<file path="src/rtl/rnd_pkg.sv">
package rnd_pkg;
  typedef enum logic [2:0] {
    RM_NEAR_EVEN = 3'b000,
    RM_TO_ZERO   = 3'b001,
    RM_TO_NEG    = 3'b010,
    RM_TO_POS    = 3'b011,
    RM_NEAR_AWAY = 3'b100
  } rnd_mode_e;

  localparam int unsigned EXTRA_W = 3;
  localparam logic [EXTRA_W-1:0] HALF_PATTERN = 3'b100;
endpackage

</file>
<file path="src/rtl/rnd_decide.sv">
module rnd_decide
  import rnd_pkg::*;
(
  input  logic [2:0]         mode,
  input  logic               sign,
  input  logic [EXTRA_W-1:0] grs,
  input  logic               keep_lsb,
  output logic               bump
);
  logic any_extra;
  logic above_half;
  logic at_half;

  always_comb begin
    any_extra  = |grs;
    above_half = grs > HALF_PATTERN;
    at_half    = grs == HALF_PATTERN;
    case (mode)
      RM_TO_ZERO:   bump = 1'b0;
      RM_TO_POS:    bump = any_extra & ~sign;
      RM_TO_NEG:    bump = any_extra & sign;
      RM_NEAR_AWAY: bump = grs[EXTRA_W-1];
      default:      bump = above_half | (at_half & keep_lsb);
    endcase
  end

  // no rounding mode may increment an exact value
  always_comb begin
    if (bump) assert_inc_only_inexact_R5: assert (any_extra);
  end
endmodule

</file>
<file path="src/rtl/rnd_incr.sv">
module rnd_incr #(
  parameter int unsigned SIG_W = 24
) (
  input  logic [SIG_W-1:0] sig,
  input  logic             bump,
  output logic [SIG_W-1:0] sum,
  output logic             carry
);
  logic [SIG_W:0] prop;

  assign prop[0] = bump;

  for (genvar i = 0; i < SIG_W; i++) begin : g_bit
    assign sum[i]    = sig[i] ^ prop[i];
    assign prop[i+1] = sig[i] & prop[i];
  end

  assign carry = prop[SIG_W];

  // a carry can only leave the top when the result wrapped to zero
  always_comb begin
    if (carry) assert_carry_wraps_R9: assert (sum == '0);
  end
endmodule

</file>
<file path="src/rtl/sig_round_unit.sv">
module sig_round_unit
  import rnd_pkg::*;
#(
  parameter int unsigned SIG_W = 24
) (
  input  logic             clk,
  input  logic             rst,
  input  logic [SIG_W-1:0] sig_in,
  input  logic [2:0]       grs_in,
  input  logic             sign_in,
  input  logic [2:0]       mode_in,
  output logic [SIG_W-1:0] sig_out,
  output logic             carry_out,
  output logic             inexact_out
);
  logic             bump;
  logic [SIG_W-1:0] sum_c;
  logic             carry_c;

  rnd_decide u_decide (
    .mode     (mode_in),
    .sign     (sign_in),
    .grs      (grs_in),
    .keep_lsb (sig_in[0]),
    .bump     (bump)
  );

  rnd_incr #(.SIG_W(SIG_W)) u_incr (
    .sig   (sig_in),
    .bump  (bump),
    .sum   (sum_c),
    .carry (carry_c)
  );

  always_ff @(posedge clk) begin
    if (rst) begin
      sig_out     <= '0;
      carry_out   <= 1'b0;
      inexact_out <= 1'b0;
    end else begin
      sig_out     <= sum_c;
      carry_out   <= carry_c;
      inexact_out <= |grs_in;
    end
  end

  assert_reset_clears_R1: assert property (@(posedge clk)
    rst |=> (sig_out == '0 && !carry_out && !inexact_out));

  assert_trunc_R3: assert property (@(posedge clk) disable iff (rst)
    (mode_in == RM_TO_ZERO) |=> (sig_out == $past(sig_in) && !carry_out));

  assert_exact_passthru_R2: assert property (@(posedge clk) disable iff (rst)
    (grs_in == 3'b000) |=> (sig_out == $past(sig_in) && !carry_out && !inexact_out));

  assert_inexact_flag_R10: assert property (@(posedge clk) disable iff (rst)
    (grs_in != 3'b000) |=> inexact_out);

  assert_carry_zero_R9: assert property (@(posedge clk) disable iff (rst)
    carry_out |-> (sig_out == '0));
endmodule

</file>
<file path="config.mk">
export PLATFORM = sky130hd
export DESIGN_NAME = sig_round_unit
export DESIGN_NICKNAME = d
export VERILOG_FILES = /design/src/rtl/rnd_pkg.sv /design/src/rtl/rnd_decide.sv /design/src/rtl/rnd_incr.sv /design/src/rtl/sig_round_unit.sv
export SDC_FILE = /design/constraint.sdc
export NUM_CORES = 1
export LEC_CHECK = 0
export BUFFER_PORTS_ARGS = -buffer_cell sky130_fd_sc_hd__buf_2
export CAP_MARGIN = 20
export CORE_ASPECT_RATIO = 1.5
export CORE_UTILIZATION = 38
export DETAILED_ROUTE_END_ITERATION = 12
export GPL_ROUTABILITY_DRIVEN = 1
export PLACE_DENSITY_LB_ADDON = 0.3
export SYNTH_ARGS = -nofsm -noshare
export SYNTH_HDL_FRONTEND = slang
export SYNTH_SLANG_ARGS = --single-unit
</file>
<file path="constraint.sdc">
create_clock -name clk -period 6.2 [get_ports clk]
set_clock_uncertainty 0.1 [all_clocks]
set_input_delay 1.24 -clock clk [delete_from_list [all_inputs] [get_ports clk]]
set_output_delay 1.24 -clock clk [all_outputs]
set_load 0.02 [all_outputs]
</file>
# Yosys cells after proc, flatten, opt, wreduce, memory -nomap -nowiden
# Index checks and enable logic that the tools add are counted.
totals:
  input_bits: 33
  output_inout_bits: 26
  reg_bits: 26
  elab_cells: 64
op_classes:
  n_reduce_logical: 1
  eq_ne: 5
  bitwise: 53
  muxes: 1
  order_cmp: 1
op_table:
  columns: ["operator", "count"]
  rows:
  - ["1-bit AND", 27]
  - ["1-bit XOR", 24]
  - ["3-bit by 2-bit == test with 1-bit output (second input constant)", 2]
  - ["3-bit == test (second input constant)", 2]
  - ["1-bit case mux with 4 select lines", 1]
  - ["3-bit by 1-bit == test with 1-bit output (second input constant)", 1]
  - ["3-bit greater-than comparator (second input constant)", 1]
  - ["3-bit OR reduction", 1]
  - ["1-bit NOT", 1]
  - ["1-bit bitwise OR", 1]

# Logic depth before layout (Yosys ltp)
depth:
  word_depth: 28
  mapped_depth: 28
  mapped_depth_nobuf: 28

# Modules after synthesis
# From an unflattened synthesis, not the netlist that was laid out.
hier_totals:
  cells_unflattened: 88
  hier_area_um2: 1067.3
modules_own_cells:
  columns: ["module", "seq_area_each_um2", "cells_per_inst", "instances", "area_each_um2"]
  rows:
  - ["sig_round_unit", 520.5, 55, 1, 703.2]
  - ["rnd_incr", 0.0, 24, 1, 300.3]
  - ["rnd_decide", 0.0, 9, 1, 63.8]

# Worst setup path after synthesis
# No wires, ideal clock.
synth_path:
  path_kind: "input -> register"
  startpoint: "input port sig_in[0]"
  endpoint: "register sig_out[23]"
  setup_ns: 0.118
  slack_ns: -0.115
  required_ns: 5.982
  stages: 28
  arrival_time_ns: 6.098
  n_path_buf: 0
  path_cell_list: "or3_1 > o211ai_1 > a31oi_1 > ha_1 > ha_1 > ha_1 > ha_1 > ha_1 > ha_1 > ha_1 > ha_1 > ha_1 > ha_1 > ha_1 > ha_1 > ha_1 > ha_1 > ha_1 > ha_1 > ha_1 > ha_1 > ha_1 > ha_1 > ha_1 > ha_1 > ha_1 > ha_1 > nor2b_1"
synth_via:
  elab_chain_cells: 27
synth_rtl:
  columns: ["item", "line_no", "source"]
  rows:
  - ["start: declaration", "sig_round_unit.sv:8", "input logic [SIG_W-1:0] sig_in,"]
  - ["1-bit AND", "rnd_decide.sv:23", "default: bump = above_half | (at_half & keep_lsb);"]
  - ["1-bit bitwise OR", "rnd_decide.sv:23", null]
  - ["1-bit case mux with 4 select lines", "rnd_decide.sv:18", "case (mode)"]
  - ["1-bit AND * (23 in series)", "rnd_incr.sv:15", "assign prop[i+1] = sig[i] & prop[i];"]
  - ["1-bit XOR *", "rnd_incr.sv:14", "assign sum[i] = sig[i] ^ prop[i];"]
  - ["named net sum_c[23]", "sig_round_unit.sv:17", "logic [SIG_W-1:0] sum_c;"]
  - ["end signal: assignment", "sig_round_unit.sv:41", "sig_out <= sum_c;"]
  - ["end: declaration", "sig_round_unit.sv:12", "output logic [SIG_W-1:0] sig_out,"]
# Mark *: on every way through the listed nets, which the timed path passes. The rest lies on a longest branch.
# A chain may end at the register's enable or synchronous reset.

# Final worst setup path
layout_path:
  startpoint: "input port grs_in[0]"
  endpoint: "register sig_out[23]"
layout_via:
  elab_chain_cells: 28
layout_rtl:
  columns: ["item", "line_no", "source"]
  rows:
  - ["start: declaration", "sig_round_unit.sv:9", "input logic [2:0] grs_in,"]
  - ["parallel branches: the longest is 3 deep, another holds 3-bit greater-than comparator", null, null]
  - ["1-bit case mux with 4 select lines *", "rnd_decide.sv:18", null]
  - ["1-bit AND * (23 in series)", "rnd_incr.sv:15", null]
  - ["1-bit XOR *", "rnd_incr.sv:14", null]
  - ["named net sum_c[23]", "sig_round_unit.sv:17", null]
# Mark *: on every way through the listed nets, which the timed path passes.

==> metrics.cfg <==
[global_route]
grt_pass1_vias = 790
grt_pass1_wl_um = 2980
grt.overflow.total = 0
grt_util_all_layers = 0.141
grt_max_degree = 27
antenna_found_initial = 0

[route]
dr_total_vias = 824
wire_per_inst_um = 10.9
drc_errors = 0
dr.pass1.iters = 2
postRouteWirelength_um = 1990
viasPerCell = 4.50
first_iter_violations = 4
antenna_left = 0

[timing]
setup_violations = 0
fin_crit_ns = 6.06
finalCritPeriodShare = 0.978
hold_ws_ns = 1.16
relSlewSlack = 0.714
hold_viol = 0
final-max-slew-violation-count = 0
fmax_mhz = 165
worstMarginPinSlew_ns = 0.429

[worst_setup_path]
end_kind = flip-flop
critical_path.max_stage_delay_ns = 0.38
crit_fanout = 2
cp.arrival_ns = 6.16
slowest_stage = or3_4
required_ns = 6.30
critPathKind = in -> reg
critPathMostFrequentCell = ha_2
start_kind = input pin

[clock_network]
cts_max_level = 1
cts_buffers = 3
clockRootBuffer = clkbuf_4
cts-hold-fix-buffers = 0
cts_tree = built
clock_path_buffers = 2
cts_num_sinks = 26
cts.reportedPaths.clkPinSlew_ns = 0.13

[pwr]
swShare = 0.249
leakage_nw = 0.737
ir_worst_vdd_uv = 122
powerDensity_mw_per_mm2 = 200
power_frac_clock = 0.223
seq_power_share = 0.604
p_switching_w = 0.0000738
power_frac_comb = 0.173
internal_power_w = 0.000223

[finish]
post_layout_nonfiller_instances = 183
final_layout_size_suffix_gt1_frac = 0.571
antennaDiodeCount = 0
finish.utilization = 0.584
num-nets-final = 206
area_growth_pct = 42.1

[floorplanning]
io_pins = 59
die_y_um = 66.1
start_util = 0.411
num_rows = 22
core-area_mm2 = 0.00253
fp.dieW_um = 44.7
die_area_mm2 = 0.00296

[outcome]
outcome = complete, no violations

[placed_design]
hpwlAfterDp_um = 1560
numPortBuffers = 58
dpl.cell_count = 180
place_congestion = 0.618

[synthesis]
ys.warnings.count = 0
yosys_register_bits = 26
synth_area_mm2 = 0.00104
synth_cells = 86
yosysSeqAreaShare = 0.500
synth_area_per_cell_um2 = 12.1
synth_nets = 143
synthDistinctLibCells = 12

[hold_path]
hp-class = in -> reg

[flow_run]
cap_violations = 0

stage by stage:
stage / power [W] / setup WS, ns / area (um^2) / setup TNS (ns)
after floorplan: 0.000208 / 0.0133 / 1060 / 0
after global placement: 0.000231 / -0.298 / 1400 / -0.616
after detailed placement: 0.000233 / -0.414 / 1400 / -1.03
after CTS: 0.000301 / 0.0132 / 1440 / 0
after global routing: 0.000315 / -0.0279 / 1480 / -0.0279
final: 0.000296 / 0.135 / 1480 / 0
flip-flops by register name (all words and copies together) (netlist names):
signal       cells
sig_out         24
carry_out        1
inexact_out      1
routing by layer:
layer | share of wire | global-route usage | up-vias
met5 | 0 | 0 | -
met2 | 0.59 | 0.274 | 35
met4 | 0.013 | 0.0909 | 0
met3 | 0.073 | 0.0246 | 2
li1 | - | - | 412
met1 | 0.33 | 0.125 | 375
power by group through the flow:
stage	combinational (W)	sequential, W	clock (W)
after detailed placement	0.0000505	0.000183	0
after floorplan	0.0000130	0.000196	0
after global routing	0.0000572	0.000180	0.0000778
final	0.0000514	0.000179	0.0000661
after CTS	0.0000510	0.000179	0.0000710
after global placement	0.0000486	0.000182	0
layout by cell type (no fill, tap or decap), drive strengths merged:
master  count
nand3b      1
or3         1
dfxtp      26
o211ai      1
buf        60
nor3        1
xor2        1
nor2b      25
nor2        2
clkbuf      3
nand3       1
a31oi       1
ha         24
cell families (layout without fill, tap and decap cells):
family / count (synthesis) / count (layout) / synth area share
XOR/XNOR: 1 / 1 / 0.00841
flip-flops: 26 / 26 / 0.500
adder cells (fa/ha/maj): 24 / 24 / 0.288
AO/OA/AOI/OAI: 2 / 2 / 0.0132
buffers and inverters: 2 / 63 / 0.00962
AND/OR/NAND/NOR: 31 / 31 / 0.180
timing repair:
| action | CTS | global route |
|---|---|---|
| buffers inserted | 0 | 0 |
| pin swaps | 4 | 4 |
| resized for setup | 4 | 10 |
| setup endpoints to repair | 1 | 2 |
cells in the mapped netlist:
master | instances | area share
ha_1 | 24 | 0.29
xor2_1 | 1 | 0.0084
nand3_1 | 1 | 0.0048
o211ai_1 | 1 | 0.0072
dfxtp_1 | 26 | 0.50
nand3b_1 | 1 | 0.0072
buf_2 | 2 | 0.0096
nor2_1 | 2 | 0.0072
nor2b_1 | 25 | 0.15
a31oi_1 | 1 | 0.0060
nor3_1 | 1 | 0.0048
or3_1 | 1 | 0.0060
worst paths after layout:
check | start | to | slack (ns) | depth (start not counted)
worst min-delay path | sig_in[23] | sig_out[23] | 1.16 | 3
worst max-delay path | grs_in[0] | sig_out[23] | 0.14 | 29
cell type report:
class / count / area (um^2)
Multi-Input combinational cell: 58 / 586
Timing Repair Buffer: 60 / 305
Fill cell: 240 / 1050
Clock buffer: 3 / 22.5
Tap cell: 36 / 45.0
Sequential cell: 26 / 520
critical path, delay by kind of cell:
family / cells / cell delay (ns)
adders and majority gates: 24 / 4.10
and+or+nand+nor: 2 / 0.50
buffers and inverters: 1 / 0.11
AOI/OAI and AO/OA: 2 / 0.21
Power figures use the tool's default switching activity.
